`src/rtl/fiu_pkg.sv`:
```
package fiu_pkg;
  typedef enum logic [1:0] {
    FW_RF  = 2'd0,
    FW_MEM = 2'd1,
    FW_WB  = 2'd2
  } fwd_sel_e;
endpackage

```
`src/rtl/fiu_ex_match.sv`:
```
module fiu_ex_match
  import fiu_pkg::*;
#(
  parameter int REG_W = 5
) (
  input  logic             clk,
  input  logic             rst_n,
  input  logic             fwd_en_i,
  input  logic             need_i,
  input  logic [REG_W-1:0] src_i,
  input  logic             late_ok_i,
  input  logic             mem_valid_i,
  input  logic             mem_wr_i,
  input  logic             mem_load_i,
  input  logic [REG_W-1:0] mem_dst_i,
  input  logic             wb_valid_i,
  input  logic             wb_wr_i,
  input  logic [REG_W-1:0] wb_dst_i,
  output fwd_sel_e         sel_o,
  output logic             stall_o
);
  logic live, mem_hit, wb_hit;

  assign live    = need_i && (src_i != '0);
  assign mem_hit = live && mem_valid_i && mem_wr_i && (mem_dst_i == src_i);
  assign wb_hit  = live && wb_valid_i && wb_wr_i && (wb_dst_i == src_i);

  always_comb begin
    sel_o   = FW_RF;
    stall_o = 1'b0;
    if (fwd_en_i) begin
      if (mem_hit && !mem_load_i) sel_o = FW_MEM;
      else if (wb_hit)            sel_o = FW_WB;
      if (mem_hit && mem_load_i && !late_ok_i) stall_o = 1'b1;
    end
  end

  // the zero register never bypasses or stalls
  p_zero_src_r5: assert property (@(posedge clk) disable iff (!rst_n)
    (src_i == '0) |-> (sel_o == FW_RF && !stall_o));
  // bypass-off mode leaves execute alone
  p_off_mode_r6: assert property (@(posedge clk) disable iff (!rst_n)
    !fwd_en_i |-> (sel_o == FW_RF && !stall_o));
endmodule

```
`src/rtl/fiu_id_check.sv`:
```
module fiu_id_check #(
  parameter int REG_W = 5
) (
  input  logic             clk,
  input  logic             rst_n,
  input  logic             chk_i,
  input  logic [REG_W-1:0] src_i,
  input  logic             ex_valid_i,
  input  logic             ex_wr_i,
  input  logic [REG_W-1:0] ex_dst_i,
  input  logic             mem_valid_i,
  input  logic             mem_wr_i,
  input  logic [REG_W-1:0] mem_dst_i,
  input  logic             wb_valid_i,
  input  logic             wb_wr_i,
  input  logic [REG_W-1:0] wb_dst_i,
  output logic             hit_o
);
  logic in_ex, in_mem, in_wb;

  assign in_ex  = ex_valid_i  && ex_wr_i  && (ex_dst_i  == src_i);
  assign in_mem = mem_valid_i && mem_wr_i && (mem_dst_i == src_i);
  assign in_wb  = wb_valid_i  && wb_wr_i  && (wb_dst_i  == src_i);
  assign hit_o  = chk_i && (src_i != '0) && (in_ex || in_mem || in_wb);

  // a decode read of register 0 never waits
  p_id_zero_r5: assert property (@(posedge clk) disable iff (!rst_n)
    (src_i == '0) |-> !hit_o);
endmodule

```
`src/rtl/fiu_stats.sv`:
```
module fiu_stats #(
  parameter int CNT_W = 32
) (
  input  logic             clk,
  input  logic             rst_n,
  input  logic             retire_i,
  input  logic             stall_i,
  input  logic             halt_retire_i,
  output logic [CNT_W-1:0] cycles_o,
  output logic [CNT_W-1:0] instr_o,
  output logic [CNT_W-1:0] stalls_o
);
  localparam logic [CNT_W-1:0] ONE = CNT_W'(1);
  logic done_q;

  always_ff @(posedge clk or negedge rst_n) begin
    if (!rst_n) begin
      done_q   <= 1'b0;
      cycles_o <= '0;
      instr_o  <= '0;
      stalls_o <= '0;
    end else if (!done_q) begin
      cycles_o <= cycles_o + ONE;
      if (retire_i)      instr_o  <= instr_o + ONE;
      if (stall_i)       stalls_o <= stalls_o + ONE;
      if (halt_retire_i) done_q   <= 1'b1;
    end
  end

  // one count per cycle until the halt retires, then frozen
  p_cycle_step_r9: assert property (@(posedge clk) disable iff (!rst_n)
    !done_q |=> (cycles_o == $past(cycles_o) + ONE));
  p_cycle_freeze_r9: assert property (@(posedge clk) disable iff (!rst_n)
    done_q |=> ($stable(cycles_o) && $stable(instr_o) && $stable(stalls_o)));
endmodule

```
`src/rtl/fwd_interlock_unit.sv`:
```
module fwd_interlock_unit
  import fiu_pkg::*;
#(
  parameter int REG_W = 5,
  parameter int CNT_W = 32
) (
  input  logic             clk,
  input  logic             rst_n,
  input  logic             fwd_en,
  input  logic             if_valid,
  input  logic             if_halt,
  input  logic             id_valid,
  input  logic [REG_W-1:0] id_src_a,
  input  logic [REG_W-1:0] id_src_b,
  input  logic             id_use_a,
  input  logic             id_use_b,
  input  logic             ex_valid,
  input  logic [REG_W-1:0] ex_src_a,
  input  logic [REG_W-1:0] ex_src_b,
  input  logic             ex_use_a,
  input  logic             ex_use_b,
  input  logic             ex_store,
  input  logic [REG_W-1:0] ex_dst,
  input  logic             ex_wr,
  input  logic             mem_valid,
  input  logic [REG_W-1:0] mem_dst,
  input  logic             mem_wr,
  input  logic             mem_load,
  input  logic             mem_store,
  input  logic [REG_W-1:0] mem_src_b,
  input  logic             wb_valid,
  input  logic [REG_W-1:0] wb_dst,
  input  logic             wb_wr,
  input  logic             wb_halt,
  output logic [1:0]       fwd_a,
  output logic [1:0]       fwd_b,
  output logic             fwd_st,
  output logic             stall_ex,
  output logic             stall_id,
  output logic [REG_W-1:0] stall_reg,
  output logic             hold_id,
  output logic             fetch_go,
  output logic             halted,
  output logic [CNT_W-1:0] cnt_cycles,
  output logic [CNT_W-1:0] cnt_instr,
  output logic [CNT_W-1:0] cnt_stalls
);
  localparam int NSRC = 2;

  logic [NSRC-1:0][REG_W-1:0] ex_src, id_src;
  logic [NSRC-1:0]            ex_need, ex_late, id_need, ex_stl, id_hit;
  fwd_sel_e                   ex_sel [NSRC];
  logic                       halted_q, halt_in_if, stall_any;

  assign ex_src  = {ex_src_b, ex_src_a};
  assign id_src  = {id_src_b, id_src_a};
  assign ex_need = {ex_valid & ex_use_b, ex_valid & ex_use_a};
  assign ex_late = {ex_store, 1'b0};
  assign id_need = {id_valid & id_use_b, id_valid & id_use_a};

  for (genvar gi = 0; gi < NSRC; gi++) begin : g_src
    fiu_ex_match #(.REG_W(REG_W)) u_exm (
      .clk        (clk),
      .rst_n      (rst_n),
      .fwd_en_i   (fwd_en),
      .need_i     (ex_need[gi]),
      .src_i      (ex_src[gi]),
      .late_ok_i  (ex_late[gi]),
      .mem_valid_i(mem_valid),
      .mem_wr_i   (mem_wr),
      .mem_load_i (mem_load),
      .mem_dst_i  (mem_dst),
      .wb_valid_i (wb_valid),
      .wb_wr_i    (wb_wr),
      .wb_dst_i   (wb_dst),
      .sel_o      (ex_sel[gi]),
      .stall_o    (ex_stl[gi])
    );
    fiu_id_check #(.REG_W(REG_W)) u_idc (
      .clk        (clk),
      .rst_n      (rst_n),
      .chk_i      (!fwd_en && id_need[gi]),
      .src_i      (id_src[gi]),
      .ex_valid_i (ex_valid),
      .ex_wr_i    (ex_wr),
      .ex_dst_i   (ex_dst),
      .mem_valid_i(mem_valid),
      .mem_wr_i   (mem_wr),
      .mem_dst_i  (mem_dst),
      .wb_valid_i (wb_valid),
      .wb_wr_i    (wb_wr),
      .wb_dst_i   (wb_dst),
      .hit_o      (id_hit[gi])
    );
  end

  assign fwd_a    = ex_sel[0];
  assign fwd_b    = ex_sel[1];
  assign stall_ex = |ex_stl;
  assign stall_id = |id_hit;
  assign fwd_st   = fwd_en && mem_valid && mem_store && (mem_src_b != '0) &&
                    wb_valid && wb_wr && (wb_dst == mem_src_b);

  always_comb begin
    stall_reg = '0;
    if (stall_ex)      stall_reg = ex_stl[0] ? ex_src[0] : ex_src[1];
    else if (stall_id) stall_reg = id_hit[0] ? id_src[0] : id_src[1];
  end

  assign stall_any  = stall_ex | stall_id;
  assign hold_id    = stall_any;
  assign halt_in_if = if_valid & if_halt;
  assign fetch_go   = !hold_id && !halted_q && !halt_in_if;
  assign halted     = halted_q;

  always_ff @(posedge clk or negedge rst_n) begin
    if (!rst_n)          halted_q <= 1'b0;
    else if (halt_in_if) halted_q <= 1'b1;
  end

  fiu_stats #(.CNT_W(CNT_W)) u_stats (
    .clk          (clk),
    .rst_n        (rst_n),
    .retire_i     (wb_valid),
    .stall_i      (stall_any),
    .halt_retire_i(wb_valid & wb_halt),
    .cycles_o     (cnt_cycles),
    .instr_o      (cnt_instr),
    .stalls_o     (cnt_stalls)
  );

  // the two stall locations are never active together
  p_one_stall_r6: assert property (@(posedge clk) disable iff (!rst_n)
    !(stall_ex && stall_id));
  // a stall freezes decode and fetch in the same cycle
  p_stall_holds_r3: assert property (@(posedge clk) disable iff (!rst_n)
    stall_any |-> (hold_id && !fetch_go));
  // the reported index agrees with the stall state
  p_stall_idx_r7: assert property (@(posedge clk) disable iff (!rst_n)
    stall_any |-> (stall_reg != '0));
  p_stall_idx0_r7: assert property (@(posedge clk) disable iff (!rst_n)
    !stall_any |-> (stall_reg == '0));
  // a fetched halt stays in force and keeps fetch off
  p_halt_sticky_r8: assert property (@(posedge clk) disable iff (!rst_n)
    halted |=> halted);
  p_halt_freeze_r8: assert property (@(posedge clk) disable iff (!rst_n)
    halted |-> !fetch_go);
endmodule

```
`config.mk`:
```
export PLATFORM = sky130hd
export DESIGN_NAME = fwd_interlock_unit
export DESIGN_NICKNAME = d
export VERILOG_FILES = /design/src/rtl/fiu_pkg.sv /design/src/rtl/fiu_ex_match.sv /design/src/rtl/fiu_id_check.sv /design/src/rtl/fiu_stats.sv /design/src/rtl/fwd_interlock_unit.sv
export SDC_FILE = /design/constraint.sdc
export NUM_CORES = 1
export LEC_CHECK = 0
export BUFFER_PORTS_ARGS = -buffer_cell sky130_fd_sc_hd__clkbuf_2
export CAP_MARGIN = 10
export CORE_ASPECT_RATIO = 1.5
export CORE_UTILIZATION = 56
export CTS_CLUSTER_SIZE = 12
export DETAILED_ROUTE_END_ITERATION = 10
export PLACE_DENSITY_LB_ADDON = 0.15
export SLEW_MARGIN = 5
export SYNTH_ARGS = -nofsm -noshare
export SYNTH_HDL_FRONTEND = slang
export SYNTH_HIERARCHICAL = 1
export SYNTH_SLANG_ARGS = --single-unit
```
`constraint.sdc`:
```
create_clock -name clk -period 3.8 [get_ports clk]
set_clock_uncertainty 0.2 [all_clocks]
set_input_delay 0.19 -clock clk [delete_from_list [all_inputs] [get_ports clk]]
set_output_delay 0.19 -clock clk [all_outputs]
set_load 0.1 [all_outputs]
```
==> summary.log <==
INFO  status         run_status=completed
INFO  pwr            power_per_cell_area=375.4mW/mm^2
INFO  floorplan      die_y=123.1microns
INFO  placed_design  number_of_instances_in_the_placed_design=808
INFO  grt            global_route_wire_length_before_repair=21,220microns
INFO  grt            first_global_vias=4,559
INFO  cells_and_area area.growth.synth_to_final=25.35%
INFO  pwr            clock_power_share=0.368
INFO  grt            grt_max_degree=77
INFO  placed_design  dp_hpwl=10,130microns
INFO  floorplan      initial_core_utilization=0.5847
INFO  cts            tritoncts_clock_tree=yes
INFO  detailed_routing post_route_drc=0
INFO  cts            htree_levels=3
INFO  cells_and_area nFillCells=698
INFO  pwr            p_switching=842.9uW
INFO  pwr            p_sw_frac=0.3273
INFO  cells_and_area num_antenna_cells=0
INFO  detailed_routing avgViaCountPerCell=5.655
INFO  setup_path     critical_path_required=3.41ns
INFO  synth          synth_top_cell_by_area=sky130_fd_sc_hd__dfrtp_1
INFO  job            cap_viol_max_count=0
INFO  pwr            seq_power_share=0.436
INFO  floorplan      pin_count=171
INFO  floorplan      die-width=82.73microns
INFO  hold_path      min_delay_worst_endpoint=u_stats/done_q
INFO  placed_design  postPlaceCellArea=0.006499sqmm
INFO  synth          synth-seq-cells=98
INFO  detailed_routing routed-via-count=4,682
INFO  pwr            internal_power_contribution=1.733mW
INFO  cts            tritoncts.num_buffers=9
INFO  pwr            total_power=2.576mW
INFO  sta            layout_worst_path_cycle_share=0.7447
INFO  cells_and_area finalNonFillerCells=828
INFO  grt            globalRouteOverflowTotal=0
INFO  sta            max_slew_violations=0
INFO  sta            setup-violations-final=0
INFO  setup_path     cp_max_fo=11
INFO  hold_path      hold_class=input port to flop
INFO  sta            count_of_endpoints_failing_hold_in_the_final_timing_report=0
INFO  cells_and_area num-nets-final=774
INFO  cells_and_area post_route_cells_drive_above_1_share=0.3101
INFO  placed_design  io_buffer_count=170
INFO  synth          synthDistinctLibCells=46
INFO  setup_path     reg2reg_to=u_stats/cycles_o[19]
INFO  detailed_routing first_iter_violations=217
INFO  sta            achievable_freq=0.3534GHz
INFO  setup_path     timing.setup.critical_path_class=input port to output port
INFO  cts            max-clock-path-buffers=2
INFO  setup_path     arrival=2.44ns
INFO  grt            antenna_found_initial=0
INFO  hold_path      hold_depth=3
INFO  cts            tritoncts_num_sinks=98
INFO  pwr            maximum_vdd_drop=0.4457mV
INFO  setup_path     critical_path.reg2reg.startpoint=u_stats/done_q
INFO  synth          synth_edf_count=0
INFO  floorplan      die-area=0.01018sqmm
INFO  synth          postSynthNetCount=589
INFO  pwr            power.static_leakage=3.421nW
INFO  cts            ctsRootBufferMaster=sky130_fd_sc_hd__clkbuf_16
INFO  floorplan      core_region_area=0.009361sqmm
INFO  cts            clk_pin_slew_worst_paths=0.06ns
INFO  cts            cts_post_setup_buffers_inserted=0
INFO  synth          synthesis.area_per_instance=10.41squm
INFO  cells_and_area layout_commonest_cell=sky130_fd_sc_hd__clkbuf_2
INFO  setup_path     timing.reg2reg.setup_slack=1.54ns
INFO  grt            global_route_total_usage_across_every_layer=0.2711
INFO  detailed_routing drtPass1Iterations=4
INFO  synth          main_area_contributors_after_synthesis=sky130_fd_sc_hd__dfrtp_1 45%, sky130_fd_sc_hd__xor2_1 13%, sky130_fd_sc_hd__xnor2_1 10%, sky130_fd_sc_hd__nand4_1 3.4%, sky130_fd_sc_hd__nand2_1 3.2%
INFO  sta            worst-slew-pin-transition=0.9520ns
INFO  sta            final.min_clock_period=2.830ns
INFO  setup_path     worst_setup_path_start_kind=input port
INFO  sta            slew-limit-headroom=0.3653
INFO  detailed_routing routed_wirelength=13,300microns
INFO  detailed_routing route.antenna.remaining_nets=0
INFO  synth          main_flop_type_after_synthesis=sky130_fd_sc_hd__dfrtp_1
INFO  hold_path      hold_path.startpoint=wb_valid
INFO  synth          netlist_instances=526
INFO  detailed_routing wl_per_cell=16.06microns
INFO  floorplan      num_rows=43
INFO  sta            grt_setup_unrepaired=false
INFO  setup_path     crit_path_capture_type=output port
INFO  synth          synth.yosys.seq_area_share=0.4480
INFO  cells_and_area layout_common_cells=169 x sky130_fd_sc_hd__clkbuf_2, 98 x sky130_fd_sc_hd__dfrtp_1, 81 x sky130_fd_sc_hd__xor2_1
INFO  synth          synth.yosys.warnings=6
INFO  pwr            combinationalPowerShare=0.196
INFO  cts            clock_insertion_delay_worst_skew=0.34ns
INFO  sta            fin_setup_tns=0ns
INFO  cells_and_area design_area=0.006862sqmm
INFO  placed_design  place.gp.congestion=0.9591
INFO  synth          ys_async_sr_fraction=1.000
INFO  synth          mappedNetlistArea=0.005474sqmm
INFO  synth          synthDominantCellAreaShare=0.4480
INFO  setup_path     worstRegToRegCells=4
[stage by stage]
step / setup WS [ns] / utilization / hold slack [ns]
floorplan: 0.3056 / - / -0.3056
global placement: 0.9316 / 0.6942 / 0.1791
detailed placement: 0.7640 / 0.6942 / 0.1888
CTS: 0.9721 / 0.7330 / 0.09667
global route: 0.8544 / 0.7330 / 0.1374
finish: 0.9703 / 0.7330 / 0.1082
[power groups by stage]
stage          clock (mW)  sequential [mW]  combinational [mW]
2_1_floorplan           0             1.38               0.107
3_3_place_gp            0             1.14               0.494
3_5_place_dp            0             1.14               0.504
4_1_cts             0.970             1.12               0.507
5_1_grt              1.01             1.13               0.537
6_report            0.948             1.12               0.506
[what timing repair did]
item                                   4_1_cts  5_1_grt
hold buffers                                 4        0
endpoints found under the hold margin       77        0
gates resized for setup                      0        0
[worst max-delay path, stage by stage]
cell and delay, ns:
sky130_fd_sc_hd__clkbuf_2 0.12, sky130_fd_sc_hd__or3_1 0.38, sky130_fd_sc_hd__o311a_1 0.33, sky130_fd_sc_hd__nand3_2 0.09, sky130_fd_sc_hd__nor3_1 0.05, sky130_fd_sc_hd__buf_4 0.16, sky130_fd_sc_hd__nor2_2 0.23, sky130_fd_sc_hd__nand2_2 0.14
sky130_fd_sc_hd__o221ai_1 0.25, sky130_fd_sc_hd__clkbuf_2 0.50
[state kept, by name, summed over array words and instances (netlist names)]
name              cells
u_stats/instr_o      32
u_stats/stalls_o     32
halted                1
u_stats/cycles_o     32
u_stats/done_q        1
[cell usage after synthesis (2+ instances only)]
cell and instances:
sky130_fd_sc_hd__a31oi_1 4, sky130_fd_sc_hd__and2_1 11, sky130_fd_sc_hd__and3_1 13, sky130_fd_sc_hd__and3b_1 3, sky130_fd_sc_hd__and4_1 8, sky130_fd_sc_hd__and4b_1 3, sky130_fd_sc_hd__buf_2 5, sky130_fd_sc_hd__clkbuf_1 2
sky130_fd_sc_hd__dfrtp_1 98, sky130_fd_sc_hd__ha_1 3, sky130_fd_sc_hd__inv_1 8, sky130_fd_sc_hd__mux2_2 3, sky130_fd_sc_hd__mux2i_1 5, sky130_fd_sc_hd__nand2_1 47, sky130_fd_sc_hd__nand3_1 31, sky130_fd_sc_hd__nand3_2 3
sky130_fd_sc_hd__nand3b_1 2, sky130_fd_sc_hd__nand4_1 30, sky130_fd_sc_hd__nand4b_1 4, sky130_fd_sc_hd__nor2_1 19, sky130_fd_sc_hd__nor2b_1 2, sky130_fd_sc_hd__nor3_1 25, sky130_fd_sc_hd__nor4_1 11, sky130_fd_sc_hd__nor4_2 9
sky130_fd_sc_hd__o21ai_0 2, sky130_fd_sc_hd__o221ai_1 5, sky130_fd_sc_hd__o311a_1 2, sky130_fd_sc_hd__or2_2 2, sky130_fd_sc_hd__or3_1 2, sky130_fd_sc_hd__or4_1 2, sky130_fd_sc_hd__or4_4 3, sky130_fd_sc_hd__xnor2_1 65
sky130_fd_sc_hd__xor2_1 81
[worst max-delay path by stage]
stage	from	to	slack, ns	cells past startpoint
final	ex_src_a[2]	stall_reg[1]	0.97	10
after global routing	ex_src_a[2]	stall_reg[3]	0.85	10
after CTS	ex_src_a[2]	stall_reg[0]	0.97	10
after detailed placement	id_src_a[4]	u_stats/stalls_o[26]	0.76	12
after global placement	wb_dst[3]	u_stats/stalls_o[30]	0.93	12
after floorplan	id_src_a[0]	fetch_go	0.31	7
[cells by family (layout without fill, tap and decap cells)]
group	after synthesis	in the layout	share of synthesized area
AOI/OAI and AO/OA	16	16	0.02286
DFF	98	98	0.4480
other	1	1	0.0006851
and+or+nand+nor	238	238	0.2583
buffers and inverters	15	205	0.01143
xor gates and xnor gates	147	147	0.2366
adders and majority gates	3	3	0.006858
muxes	8	8	0.01531
[layer usage]
| layer | up-vias | track usage | part of all wire | wire [microns] |
|---|---|---|---|---|
| li1 | 2230 | - | - | - |
| met1 | 2250 | 0.3250 | 0.40 | 5265 |
| met2 | 173 | 0.4657 | 0.52 | 6942 |
| met3 | 29 | 0.04280 | 0.052 | 691 |
| met4 | 0 | 0.1261 | 0.030 | 396 |
| met5 | - | 0 | 0 | 0 |
[final cells by class]
type                    instances  area, sq um  share of cell area
flip-flops and latches         98         2452              0.3574
well taps                     112        140.1             0.02042
repair buffers                181        945.9              0.1379
clock buffers                  10        239.0             0.03483
multi-input cells             413         2970              0.4329
clock inverters                 6        83.83             0.01222
inverters                       8        30.03            0.004376
No activity file was read; power rests on OpenSTA's default activity.
